## src/rtl/rtcu_pkg.sv

```systemverilog
package rtcu_pkg;
  localparam int EVT_TICK = 0;
  localparam int EVT_OVF  = 1;
  localparam int EVT_CMP0 = 2;

  localparam int A_START    = 0;
  localparam int A_STOP     = 1;
  localparam int A_CLEAR    = 2;
  localparam int A_FORCEOVF = 3;
  localparam int A_INTSET   = 4;
  localparam int A_INTCLR   = 5;
  localparam int A_ROUTESET = 6;
  localparam int A_ROUTECLR = 7;
  localparam int A_FLAGBASE = 8;
  localparam int A_PRESC    = 14;
  localparam int A_COUNT    = 15;
  localparam int A_CMPBASE  = 16;

  typedef struct packed {
    logic start;
    logic stop;
    logic clear;
    logic forceOvf;
  } taskStrb_t;
endpackage

```

## src/rtl/rtcu_ctrl.sv

```systemverilog
module rtcu_ctrl
  import rtcu_pkg::*;
#(
  parameter int CNT_W  = 24,
  parameter int PRE_W  = 12,
  parameter int NCMP   = 4,
  parameter int ADDR_W = 5,
  parameter int DATA_W = 32,
  localparam int NEVT  = NCMP + 2
) (
  input  logic                       clk,
  input  logic                       rstN,
  input  logic                       wrEn,
  input  logic [ADDR_W-1:0]          addr,
  input  logic [DATA_W-1:0]          wrData,
  input  logic [CNT_W-1:0]           count,
  input  logic [NEVT-1:0]            evtPulse,
  output logic [DATA_W-1:0]          rdData,
  output taskStrb_t                  strb,
  output logic [PRE_W-1:0]           prescReg,
  output logic [NCMP-1:0][CNT_W-1:0] cmpVal,
  output logic [NEVT-1:0]            intMask,
  output logic [NEVT-1:0]            routeMask,
  output logic [NEVT-1:0]            flags
);
  logic [NEVT-1:0] flagClr;

  function automatic logic hit(input logic [ADDR_W-1:0] a, input int target);
    return a == ADDR_W'(target);
  endfunction

  // Task strobes act on the clock edge that commits the write.
  always_comb begin
    strb.start    = wrEn && hit(addr, A_START) && wrData[0];
    strb.stop     = wrEn && hit(addr, A_STOP) && wrData[0];
    strb.clear    = wrEn && hit(addr, A_CLEAR) && wrData[0];
    strb.forceOvf = wrEn && hit(addr, A_FORCEOVF) && wrData[0];
  end

  always_ff @(posedge clk) begin
    if (!rstN) begin
      intMask   <= '0;
      routeMask <= '0;
      prescReg  <= '0;
    end else if (wrEn) begin
      if (hit(addr, A_INTSET))   intMask   <= intMask | wrData[NEVT-1:0];
      if (hit(addr, A_INTCLR))   intMask   <= intMask & ~wrData[NEVT-1:0];
      if (hit(addr, A_ROUTESET)) routeMask <= routeMask | wrData[NEVT-1:0];
      if (hit(addr, A_ROUTECLR)) routeMask <= routeMask & ~wrData[NEVT-1:0];
      if (hit(addr, A_PRESC))    prescReg  <= wrData[PRE_W-1:0];
    end
  end

  for (genvar i = 0; i < NCMP; i++) begin : g_cmp
    always_ff @(posedge clk) begin
      if (!rstN) cmpVal[i] <= '0;
      else if (wrEn && hit(addr, A_CMPBASE + i)) cmpVal[i] <= wrData[CNT_W-1:0];
    end
  end

  // A new event wins over a clearing write made in the same cycle.
  for (genvar e = 0; e < NEVT; e++) begin : g_flag
    assign flagClr[e] = wrEn && hit(addr, A_FLAGBASE + e) && !wrData[0];
    always_ff @(posedge clk) begin
      if (!rstN) flags[e] <= 1'b0;
      else       flags[e] <= evtPulse[e] | (flags[e] & ~flagClr[e]);
    end
  end

  always_comb begin
    rdData = '0;
    if (hit(addr, A_INTSET) || hit(addr, A_INTCLR))     rdData[NEVT-1:0] = intMask;
    if (hit(addr, A_ROUTESET) || hit(addr, A_ROUTECLR)) rdData[NEVT-1:0] = routeMask;
    if (hit(addr, A_PRESC)) rdData[PRE_W-1:0] = prescReg;
    if (hit(addr, A_COUNT)) rdData[CNT_W-1:0] = count;
    for (int e = 0; e < NEVT; e++)
      if (hit(addr, A_FLAGBASE + e)) rdData[0] = flags[e];
    for (int i = 0; i < NCMP; i++)
      if (hit(addr, A_CMPBASE + i)) rdData[CNT_W-1:0] = cmpVal[i];
  end
endmodule

```

## src/rtl/rtcu_datapath.sv

```systemverilog
module rtcu_datapath
  import rtcu_pkg::*;
#(
  parameter int CNT_W      = 24,
  parameter int PRE_W      = 12,
  parameter int NCMP       = 4,
  parameter int OVF_MARGIN = 16,
  localparam int NEVT      = NCMP + 2
) (
  input  logic                       clk,
  input  logic                       rstN,
  input  logic                       tickEn,
  input  taskStrb_t                  strb,
  input  logic [PRE_W-1:0]           prescReg,
  input  logic [NCMP-1:0][CNT_W-1:0] cmpVal,
  output logic [CNT_W-1:0]           count,
  output logic [NEVT-1:0]            evtPulse,
  output logic                       running
);
  localparam logic [CNT_W-1:0] ALL_ONES = {CNT_W{1'b1}};
  localparam logic [CNT_W-1:0] OVF_LOAD = ALL_ONES - CNT_W'(OVF_MARGIN - 1);

  logic [PRE_W-1:0] activePresc;
  logic [PRE_W-1:0] preCnt;
  logic             preStep;
  logic             advance;
  logic [CNT_W-1:0] nextCount;
  logic [NCMP-1:0]  cmpHit;
  logic [NEVT-1:0]  evtNext;

  assign preStep   = running && tickEn;
  assign advance   = preStep && (preCnt >= activePresc);
  assign nextCount = count + CNT_W'(1);

  for (genvar i = 0; i < NCMP; i++) begin : g_match
    assign cmpHit[i] = (nextCount == cmpVal[i]);
  end

  // Task writes take priority over a tick that lands in the same cycle.
  always_comb begin
    evtNext = '0;
    if (advance && !strb.clear && !strb.forceOvf) begin
      evtNext[EVT_TICK] = 1'b1;
      evtNext[EVT_OVF]  = (count == ALL_ONES);
      evtNext[EVT_CMP0 +: NCMP] = cmpHit;
    end
  end

  always_ff @(posedge clk) begin
    if (!rstN) begin
      running     <= 1'b0;
      activePresc <= '0;
      preCnt      <= '0;
      count       <= '0;
      evtPulse    <= '0;
    end else begin
      if (strb.stop)       running <= 1'b0;
      else if (strb.start) running <= 1'b1;
      if (!running) activePresc <= prescReg;
      if (strb.clear || strb.forceOvf) preCnt <= '0;
      else if (preStep)                preCnt <= advance ? '0 : preCnt + PRE_W'(1);
      if (strb.clear)         count <= '0;
      else if (strb.forceOvf) count <= OVF_LOAD;
      else if (advance)       count <= nextCount;
      evtPulse <= evtNext;
    end
  end
endmodule

```

## src/rtl/rtcu_top.sv

```systemverilog
module rtcu_top
  import rtcu_pkg::*;
#(
  parameter int CNT_W  = 24,
  parameter int PRE_W  = 12,
  parameter int NCMP   = 4,
  parameter int ADDR_W = 5,
  parameter int DATA_W = 32,
  localparam int NEVT  = NCMP + 2
) (
  input  logic              clk,
  input  logic              rstN,
  input  logic              tickEn,
  input  logic              wrEn,
  input  logic [ADDR_W-1:0] addr,
  input  logic [DATA_W-1:0] wrData,
  output logic [DATA_W-1:0] rdData,
  output logic              irq,
  output logic [NEVT-1:0]   evtOut
);
  taskStrb_t                  strb;
  logic [PRE_W-1:0]           prescReg;
  logic [NCMP-1:0][CNT_W-1:0] cmpVal;
  logic [NEVT-1:0]            intMask;
  logic [NEVT-1:0]            routeMask;
  logic [NEVT-1:0]            flags;
  logic [CNT_W-1:0]           count;
  logic [NEVT-1:0]            evtPulse;
  logic                       running;

  rtcu_ctrl #(.CNT_W(CNT_W), .PRE_W(PRE_W), .NCMP(NCMP), .ADDR_W(ADDR_W), .DATA_W(DATA_W)) ctrl_i (
    .clk(clk), .rstN(rstN), .wrEn(wrEn), .addr(addr), .wrData(wrData),
    .count(count), .evtPulse(evtPulse), .rdData(rdData), .strb(strb),
    .prescReg(prescReg), .cmpVal(cmpVal), .intMask(intMask),
    .routeMask(routeMask), .flags(flags)
  );

  rtcu_datapath #(.CNT_W(CNT_W), .PRE_W(PRE_W), .NCMP(NCMP)) dp_i (
    .clk(clk), .rstN(rstN), .tickEn(tickEn), .strb(strb), .prescReg(prescReg),
    .cmpVal(cmpVal), .count(count), .evtPulse(evtPulse), .running(running)
  );

  assign irq    = |(flags & intMask);
  assign evtOut = evtPulse & routeMask;
endmodule

```

## config.mk

```make
export PLATFORM = sky130hd
export DESIGN_NAME = rtcu_top
export DESIGN_NICKNAME = d
export VERILOG_FILES = /design/src/rtl/rtcu_pkg.sv /design/src/rtl/rtcu_ctrl.sv /design/src/rtl/rtcu_datapath.sv /design/src/rtl/rtcu_top.sv
export SDC_FILE = /design/constraint.sdc
export NUM_CORES = 1
export LEC_CHECK = 0
export BUFFER_PORTS_ARGS = -buffer_cell sky130_fd_sc_hd__buf_2
export CAP_MARGIN = 40
export CORE_UTILIZATION = 35
export CTS_CLUSTER_DIAMETER = 120
export DETAILED_ROUTE_END_ITERATION = 10
export GPL_TIMING_DRIVEN = 0
export PLACE_DENSITY = 0.62
export SYNTH_ARGS = -nofsm -noshare
export SYNTH_HDL_FRONTEND = slang
export SYNTH_SLANG_ARGS = --single-unit
```

## constraint.sdc

```tcl
create_clock -name clk -period 2.9 [get_ports clk]
set_input_delay 0.29 -clock clk [delete_from_list [all_inputs] [get_ports clk]]
set_output_delay 0.29 -clock clk [all_outputs]
set_load 0.01 [all_outputs]
```

== Yosys cells after proc, flatten, opt, wreduce, memory -nomap -nowiden ==
Index checks and enable logic that the tools add are counted.

* Bits in registers: 181
* Input bits: 41
* Output and inout bits: 39
* Word-level logic and storage cells: 142

* Add/subtract/negate cells: 2
* Magnitude comparators: 1
* Equal/unequal tests: 24
* Multiplexer cells: 22
* Bitwise logic cells: 26
* Reductions and logical operators: 47

{| class="wikitable"
|+ Operator list
! operator !! count
|-
| $mux 24 || 7
|-
| $eq 24x24->1 || 4
|-
| $eq 5x4->1 const B || 8
|-
| $mux 6 || 6
|-
| $logic_and 1x1->1 || 28
|-
| $add 24x1->24 const B || 1
|-
| $and 6x6->6 || 4
|-
| $eq 24x24->1 const B || 1
|-
| $mux 12 || 2
|-
| $eq 5x3->1 const B || 4
|-
| $eq 5x5->1 const B || 4
|-
| $add 12x1->12 const B || 1
|-
| $ge 12x12->1 || 1
|-
| $or 6x6->6 || 2
|-
| $eq 5x2->1 const B || 2
|-
| $reduce_and 2->1 || 4
|-
| $mux 1 || 7
|-
| $not 1->1 || 7
|-
| $and 1x1->1 || 6
|-
| $not 6->6 || 1
|-
| $or 1x1->1 || 6
|-
| $reduce_bool 2->1 || 3
|-
| $reduce_or 2->1 || 3
|-
| $reduce_or 6->1 || 1
|-
| other kinds (5) || 9
|}

== Logic depth before layout (Yosys ltp) ==
Gate-level depths: netlist (run 1).

* Depth in word-level cells: 16
* Depth in mapped cells: 11

== By module ==
A second synthesis (run 1) with hierarchy kept.

* Cell total of the unflattened synthesis: 1,469
* Area, all modules: 11,342.1 um^2

{| class="wikitable"
|+ Modules (own cells, without submodules)
! module !! instances !! cells an instance !! area an instance (um^2) !! sequential area each (um^2)
|-
| rtcu_ctrl || 1 || 757 || 5,844.4 || 2,522.4
|-
| rtcu_datapath || 1 || 702 || 5,432.7 || 1,101.1
|-
| rtcu_top || 1 || 10 || 65.1 || 0.0
|}

== Least setup slack after synthesis (run 1) ==
OpenSTA, ideal clock, no wires.

* Path kind: flip-flop to flip-flop
* Start point: register dp_i.count[1]
* End point: register dp_i.evtPulse[2]
* Library setup time: 0.088 ns
* Arrival time: 2.454 ns
* Required time: 2.812 ns
* Path slack: 0.358 ns
* Stages on the path, launching flop included: 10
* Path buffers: 1
* Clock period less this slack: 2.542 ns
* Cells stage by stage: dfxtp_1 -> ha_1 -> buf_4 -> inv_1 -> nor4_1 -> xnor2_1 -> xor2_1 -> o2111ai_1 -> or4_1 -> nor4_2

* Cells in the longest elaborated chain, start to end: 2

{| class="wikitable"
|+ Ends and longest elaborated chain
! element !! RTL line !! text
|-
| from (decl) || rtcu_datapath.sv:16 || <nowiki>output logic [CNT_W-1:0] count,</nowiki>
|-
| from (signal assigned) || rtcu_datapath.sv:64 || <nowiki>else if (advance) count <= nextCount;</nowiki>
|-
| $add 24x1->24 || rtcu_datapath.sv:33 || <nowiki>assign nextCount = count + CNT_W'(1);</nowiki>
|-
| $eq 24x24->1 || rtcu_datapath.sv:36 || <nowiki>assign cmpHit[i] = (nextCount == cmpVal[i]);</nowiki>
|-
| to (signal assigned) || rtcu_datapath.sv:65 || <nowiki>evtPulse <= evtNext;</nowiki>
|-
| to (decl) || rtcu_datapath.sv:17 || <nowiki>output logic [NEVT-1:0] evtPulse,</nowiki>
|}

Every way passes these cells.
A chain may end at the register's enable or synchronous reset.

== Worst setup path after layout (run 1) ==
* Start point: input addr[0]
* End point: output rdData[9]

* Cells in the longest elaborated chain, start to end: 7
* Elaborated cells between the ends (all ways): 12

{| class="wikitable"
|+ Ends and longest elaborated chain
! element !! RTL line !! text
|-
| from (decl) || rtcu_top.sv:15 || <nowiki>input logic [ADDR_W-1:0] addr,</nowiki>
|-
| $eq 5x4->1 || rtcu_ctrl.sv:29 || <nowiki>return a == ADDR_W'(target);</nowiki>
|-
| $mux 12 || rtcu_ctrl.sv:74 || <nowiki>if (hit(addr, A_PRESC)) rdData[PRE_W-1:0] = prescReg;</nowiki>
|-
| $mux 24 || rtcu_ctrl.sv:75 || <nowiki>if (hit(addr, A_COUNT)) rdData[CNT_W-1:0] = count;</nowiki>
|-
| $mux 24 (3 in a row) || rtcu_ctrl.sv:79 || <nowiki>if (hit(addr, A_CMPBASE + i)) rdData[CNT_W-1:0] = cmpVal[i];</nowiki>
|-
| $mux 24 (*) || rtcu_ctrl.sv:79 ||
|-
| to (decl) || rtcu_top.sv:17 || <nowiki>output logic [DATA_W-1:0] rdData,</nowiki>
|}

Mark *: on every way between the ends. The rest lies on a longest branch, timed or not.

==> results of run 1 <==
[through the flow]
stage | area, um2 | utilization, %
floorplan | 10500 | -
global placement | 11200 | 38.7
detailed placement | 11300 | 38.8
CTS | 12100 | 41.6
global route | 12300 | 42.6
finish | 12300 | 42.6
[kinds of logic (layout without fill, tap and decap cells)]
kind of cell	Yosys count	after routing	synth area share (%)
buffers and inverters	142	256	5.89
flip-flops	181	181	34.8
adder cells (fa/ha/maj)	14	14	1.68
multiplexers	29	29	3.00
XOR/XNOR	125	125	12.1
AO/OA/AOI/OAI	310	310	18.6
other	1	8	0.0360
AND/OR/NAND/NOR	540	540	24.0
[flip-flops by register name (all words and copies together) (netlist names), named ones only]
name and flops:
ctrl_i.cmpVal 96, ctrl_i.flags 6, ctrl_i.prescReg 12, dp_i.activePresc 12
dp_i.count 24, dp_i.evtPulse 6, dp_i.preCnt 12, dp_i.running 1
[report_power, final]
group	total [uW]	internal, uW	switching [uW]
combinational	334	96.3	238
sequential	2520	2500	19.4
clock	2420	1330	1090
total	5270	3920	1350
[cell type report]
cell class,count,area [um2],area share [%]
clock inverters,13,149,1.21
multi-input cells,1026,6490,52.6
flip-flops and latches,181,3630,29.4
plain buffers,108,518,4.19
repair buffers,86,507,4.10
well taps,384,480,3.89
clock buffers,19,453,3.67
inverters,30,116,0.942
[routing by layer]
| layer | up-vias | global-route usage (%) |
|---|---|---|
| li1 | 4886 | - |
| met3 | 103 | 5.07 |
| met4 | 0 | 11.2 |
| met5 | - | 0 |
| met1 | 4892 | 33.5 |
| met2 | 554 | 39.8 |
[tightest hold or removal path, cell delays in order]
cell,delay [ps]
buf_2,120
nand2_1,50
a21oi_1,50
[worst paths after layout]
check,start,endpoint,slack (ps)
max reg2reg,dp_i.count[0],dp_i.evtPulse[4],50
min,wrData[19],ctrl_i.cmpVal[67],100
min reg2reg,dp_i.evtPulse[5],ctrl_i.flags[5],450
max,addr[0],rdData[9],20
[repair_timing]
item,4_1_cts,5_1_grt
endpoints found under the setup margin,51,25
endpoints found under the hold margin,0,0
resized for setup,37,37
pin swaps,6,14
setup buffers,8,17
[cells in the final DEF (no fill, tap or decap), types with 26 or more instances in the layout]
cell	instances
inv_1	29
a21oi_1	160
a22oi_1	34
xnor2_1	74
xor2_1	34
nand3_1	40
buf_2	65
dfxtp_1	176
nand2_1	274
clkbuf_1	67
o21ai_0	26
nor2_1	76
buf_4	38
==> impl_metrics.py, run 1 <==
metrics = {
    "sta": {
        "setup_repair_after_global_routing_missed_its_margin": "true",
        "clock-skew-final_ps": 17.6,
        "max_slew_margin_pct": 41.2,
        "post-route-period-util_pct": 99.3,
        "max_slew_violation_total_from_the_final_report": 0,
        "tns_ps": 0,
        "finalSetupViolations": 0,
        "fmax_mhz": 347,
        "period_needed_ps": 2880,
        "worst_pin_slew_ps": 880,
        "worst_hold_slack_ps": 103,
        "timing_hold_violations_final": 0,
        "postLayoutSetupSlackWorst_ps": 19.0,
    },
    "die": {
        "die_outline_area_um2": 30500,
        "initial_core_util_pct": 35.9,
        "design.portCount": 80,
        "die_h_um": 175,
        "placeableCoreArea_um2": 29000,
        "die_width_um": 175,
        "row_count": 62,
    },
    "synthesis": {
        "synthDistinctLibCells": 71,
        "ys_seq_area_share_pct": 34.8,
        "post_synth_instance_area_um2": 10400,
        "synth_flop_cell": "dfxtp_1",
        "synthesis.instances": 1342,
        "synth.top_cell.area_share_pct": 34.8,
        "postSynthRegisterBits": 181,
        "synthDominantAreaCellType": "dfxtp_1",
        "share_of_synthesized_registers_carrying_an_async_set_or_reset_pct": 0,
        "ys_warn_count": 0,
        "synth_edf_count": 0,
        "postSynthAreaPerCell_um2": 7.77,
        "netlist_top_cells_area": "dfxtp_1 (35%), nand2_1 (9.9%), a21oi_1 (7.7%), xnor2_1 (6.4%), xor2_1 (3.0%)",
        "most_frequent_cells_after_synthesis": "nand2_1 (276), dfxtp_1 (181), a21oi_1 (160)",
        "synthMostInstantiatedCell": "nand2_1",
    },
    "critical_path": {
        "arrival_ps": 2590,
        "crit_buf_inv": 5,
        "timing.critical_path.slowest_cell_delay_ps": 530,
        "path_class": "in -> out",
        "rr_worst_depth": 8,
        "critical_path.cell_chain": "buf_2, clkbuf_2, buf_1, clkbuf_1, o21ai_0, a32oi_1, buf_2",
        "worstPathRequired_ps": 2610,
        "timing.critical_path.fanout_max": 10,
        "cp-end-kind": "primary output",
        "critical_path_depth": 7,
        "critical_path.most_common_cell": "buf_2",
        "worst_path_max_delay_cell": "buf_1",
        "crit_family": "buffers and inverters",
        "worst_setup_path_start_kind": "primary input",
    },
    "finish": {
        "number_of_standard_cells_in_the_layout_taps_in_and_fillers_out": 1847,
        "synthToLayoutAreaGrowth_pct": 18.4,
        "drive_gt1_share_pct": 14.4,
        "antennaDiodeCount": 0,
        "final_nets": 1505,
        "filler_cell_count": 3000,
    },
    "clocking": {
        "cts-htree-levels": 4,
        "cts_root_buf": "clkbuf_16",
        "clk-insertion-delay-late_ps": 460,
        "tritoncts.num_buffers": 17,
        "tritoncts": "built",
        "ctsHoldBuffers": 0,
        "cts.sinks": 181,
        "max-clock-path-buffers": 2,
        "clk_transition_reported_paths_ps": 70,
    },
    "global_route": {
        "grt_remaining_overflow": 0,
        "grt_antenna_before_repair": 0,
        "first_global_vias": 9581,
        "wire_length_of_the_first_global_routing_pass_um": 58200,
        "groute.usage.overall_pct": 25.3,
        "grt_max_degree": 17,
    },
    "route": {
        "maxUsedRoutingLayer": "met4",
        "routed-wl-met2_um": 17200,
        "avgViaCountPerCell": 5.65,
        "route.met3.wl_um": 3460,
        "drc": 0,
        "initial_drc_count": 964,
        "route.antenna.remaining_nets": 0,
        "via_count": 10435,
        "wl_um": 38800,
        "post_drt_wl_per_cell_um": 21.0,
        "drtPass1Iterations": 6,
        "drt-met1-wl_um": 16300,
    },
    "placement": {
        "dp_cells": 1794,
        "hpwlAfterDp_um": 29500,
        "placement.setup.worst_slack_ps": -889,
        "port_buffers": 57,
        "gp_congestion": 0.989,
    },
    "power": {
        "static-leakage-power_uw": 0.00434,
        "power_density_nw_per_um2": 427,
        "irDropWorstVdd_mv": 0.415,
        "post-layout-total-power_uw": 5270,
    },
    "worst_hold_path": {
        "min_path_type": "in -> reg",
        "hold-path-cell-count": 3,
    },
    "run_status": {
        "run_status": "complete, no violations",
    },
    "flow_run": {
        "cap_violations": 0,
    },
}
Power figures use the tool's default switching activity.
==> run 2: changes to the inputs <==
--- a/config.mk
+++ b/config.mk
@@ -7,11 +7,13 @@
 export LEC_CHECK = 0
 export BUFFER_PORTS_ARGS = -buffer_cell sky130_fd_sc_hd__buf_2
 export CAP_MARGIN = 40
+export CELL_PAD_IN_SITES_DETAIL_PLACEMENT = 0
+export CELL_PAD_IN_SITES_GLOBAL_PLACEMENT = 1
+export CORE_ASPECT_RATIO = 1.2
 export CORE_UTILIZATION = 35
 export CTS_CLUSTER_DIAMETER = 120
 export DETAILED_ROUTE_END_ITERATION = 10
-export GPL_TIMING_DRIVEN = 0
-export PLACE_DENSITY = 0.62
+export PLACE_DENSITY = 0.76
 export SYNTH_ARGS = -nofsm -noshare
 export SYNTH_HDL_FRONTEND = slang
 export SYNTH_SLANG_ARGS = --single-unit
==> impl_metrics.py, run 2 (synthesized netlist as in run 1, its figures left out) <==
metrics = {
    "run_status": {
        "run_status": "complete, no violations",
    },
    "clocking": {
        "clk_transition_reported_paths_ps": 80,
        "cts-htree-levels": 4,
        "tritoncts": "built",
        "cts_root_buf": "clkbuf_16",
        "tritoncts.num_buffers": 17,
        "clk-insertion-delay-late_ps": 440,
        "max-clock-path-buffers": 2,
        "cts.sinks": 181,
        "ctsHoldBuffers": 0,
    },
    "worst_hold_path": {
        "min_path_type": "in -> reg",
        "worst_hold_startpoint": "wrData[16]",
        "hold-path-cell-count": 3,
        "min_delay_worst_endpoint": "ctrl_i.cmpVal[16]",
    },
    "finish": {
        "number_of_standard_cells_in_the_layout_taps_in_and_fillers_out": 1794,
        "filler_cell_count": 2997,
        "final_nets": 1450,
        "max_flop_register": "ctrl_i.cmpVal",
        "biggestRegsByFlops": "ctrl_i.cmpVal x96, dp_i.count x24",
        "drive_gt1_share_pct": 14.3,
        "layout.cells.most_common_list": "nand2_1 (276), dfxtp_1 (179), a21oi_1 (160)",
        "most_common_library_cell_in_the_layout_ignoring_fill_and_taps": "nand2_1",
        "synthToLayoutAreaGrowth_pct": 15.1,
        "largest_register_ffs": 96,
    },
    "global_route": {
        "grt_antenna_before_repair": 0,
        "grt_max_degree": 61,
        "groute.usage.overall_pct": 24.2,
        "grt_remaining_overflow": 0,
        "first_global_vias": 9533,
        "wire_length_of_the_first_global_routing_pass_um": 56600,
    },
    "die": {
        "die_outline_area_um2": 30500,
        "initial_core_util_pct": 35.9,
        "placeableCoreArea_um2": 29000,
        "design.portCount": 80,
        "row_count": 68,
        "die_h_um": 191,
        "die_width_um": 160,
    },
    "sta": {
        "period_needed_ps": 2810,
        "max_slew_margin_pct": 56.9,
        "timing_hold_violations_final": 0,
        "setup_repair_after_global_routing_missed_its_margin": "false",
        "max_slew_violation_total_from_the_final_report": 0,
        "post-route-period-util_pct": 96.9,
        "postLayoutSetupSlackWorst_ps": 89.2,
        "tns_ps": 0,
        "clock-skew-final_ps": 8.33,
        "fmax_mhz": 356,
        "finalSetupViolations": 0,
        "worst_pin_slew_ps": 647,
        "worst_hold_slack_ps": 109,
    },
    "power": {
        "power_density_nw_per_um2": 437,
        "irDropWorstVdd_mv": 0.306,
        "static-leakage-power_uw": 0.00422,
    },
    "route": {
        "wl_um": 36500,
        "avgViaCountPerCell": 5.55,
        "via_count": 9958,
        "route.antenna.remaining_nets": 0,
        "drc": 0,
        "initial_drc_count": 872,
        "drtPass1Iterations": 7,
        "post_drt_wl_per_cell_um": 20.3,
    },
    "placement": {
        "dp_cells": 1761,
        "port_buffers": 63,
        "gp_congestion": 0.939,
        "hpwlAfterDp_um": 27600,
        "placement.setup.worst_slack_ps": 112,
    },
    "critical_path": {
        "timing.critical_path.fanout_max": 9,
        "cp-end-kind": "flop",
        "critical_path.reg2reg.endpoint": "dp_i.evtPulse[3]",
        "critical_path.cell_chain": "nand2_1, nor4_2, and3_1, nor2_1, a2111oi_0, and4bb_2, and4_1",
        "ff2ff_setup_slack_ps": 90,
        "rr_worst_depth": 7,
        "timing.critical_path.slowest_cell_delay_ps": 580,
        "worst_path_max_delay_cell": "a2111oi_0",
        "path_class": "reg -> reg",
        "r2r-start": "dp_i.count[10]",
        "worstPathRequired_ps": 3290,
        "worst_setup_path_start_kind": "flop",
        "arrival_ps": 3200,
    },
    "flow_run": {
        "cap_violations": 0,
    },
}
## run 2: cell types whose count changed in the layout (fill, tap and decap cells not counted), sizes merged, moves of 2 or more
cell,change
clkbuf,-78
clkinvlp,-5
clkinv,+3
inv,+6
bufinv,-2
buf,+23
## run 2: area by class of cell
| cell class | count | area, um2 | share of cell area (%) |
|---|---|---|---|
| Multi-Input combinational cell | 1026 | 6240 | 52.0 |
| Sequential cell | 181 | 3630 | 30.2 |
| Timing Repair Buffer | 139 | 923 | 7.70 |
| Tap cell | 385 | 482 | 4.02 |
| Clock buffer | 17 | 425 | 3.55 |
| Clock inverter | 15 | 181 | 1.51 |
| Inverter | 30 | 115 | 0.959 |
| Antenna cell | 1 | 2.50 | 0.0209 |
## run 2: timing repair
item / 4_1_cts / 5_1_grt
gates resized for setup: 0 / 5
buffers inserted: 0 / 0
endpoints found under the setup margin: 0 / 3
## run 2: where the power goes
part	total (uW)	internal [uW]	switching, uW	leakage (uW)
clock network	2430	1180	1250	0.000288
registers	2520	2500	19.8	0.00146
logic	299	93.3	206	0.00248
total	5250	3770	1480	0.00422
## run 2: through the flow
| step | area, um2 | total power [uW] | util, % |
|---|---|---|---|
| final | 12000 | 5250 | 41.4 |
| after global routing | 12000 | 5390 | 41.3 |
| after CTS | 12000 | 5250 | 41.3 |
| after detailed placement | 11400 | 2870 | 39.2 |
| after global placement | 11400 | 2870 | 39.2 |
| after floorplan | 10500 | 2750 | - |
## run 2: per-layer routing
metal,vias to the layer above,global-route usage (%),share of wire (%)
li1,4756,-,-
met1,4764,30.1,42
met2,370,42.3,49
met3,68,2.56,5.1
met4,0,10.2,3.5
met5,-,0,0
## run 2: worst max path at each step
stage | endpoint | slack (ps) | from
6_report | dp_i.evtPulse[3] | 90 | dp_i.count[10]
2_1_floorplan | dp_i.evtPulse[2] | 360 | dp_i.count[1]
4_1_cts | dp_i.evtPulse[2] | 80 | dp_i.count[1]
3_3_place_gp | dp_i.evtPulse[2] | 150 | dp_i.count[1]
3_5_place_dp | dp_i.evtPulse[2] | 110 | dp_i.count[1]
5_1_grt | dp_i.evtPulse[4] | 30 | dp_i.count[0]
## run 2: worst max-delay path: cells and delay by family, from the launching register on
| kind | cells | cell delay, ps |
|---|---|---|
| DFF | 1 | 570 |
| AOI/OAI and AO/OA | 1 | 580 |
| and+or+nand+nor | 6 | 1610 |
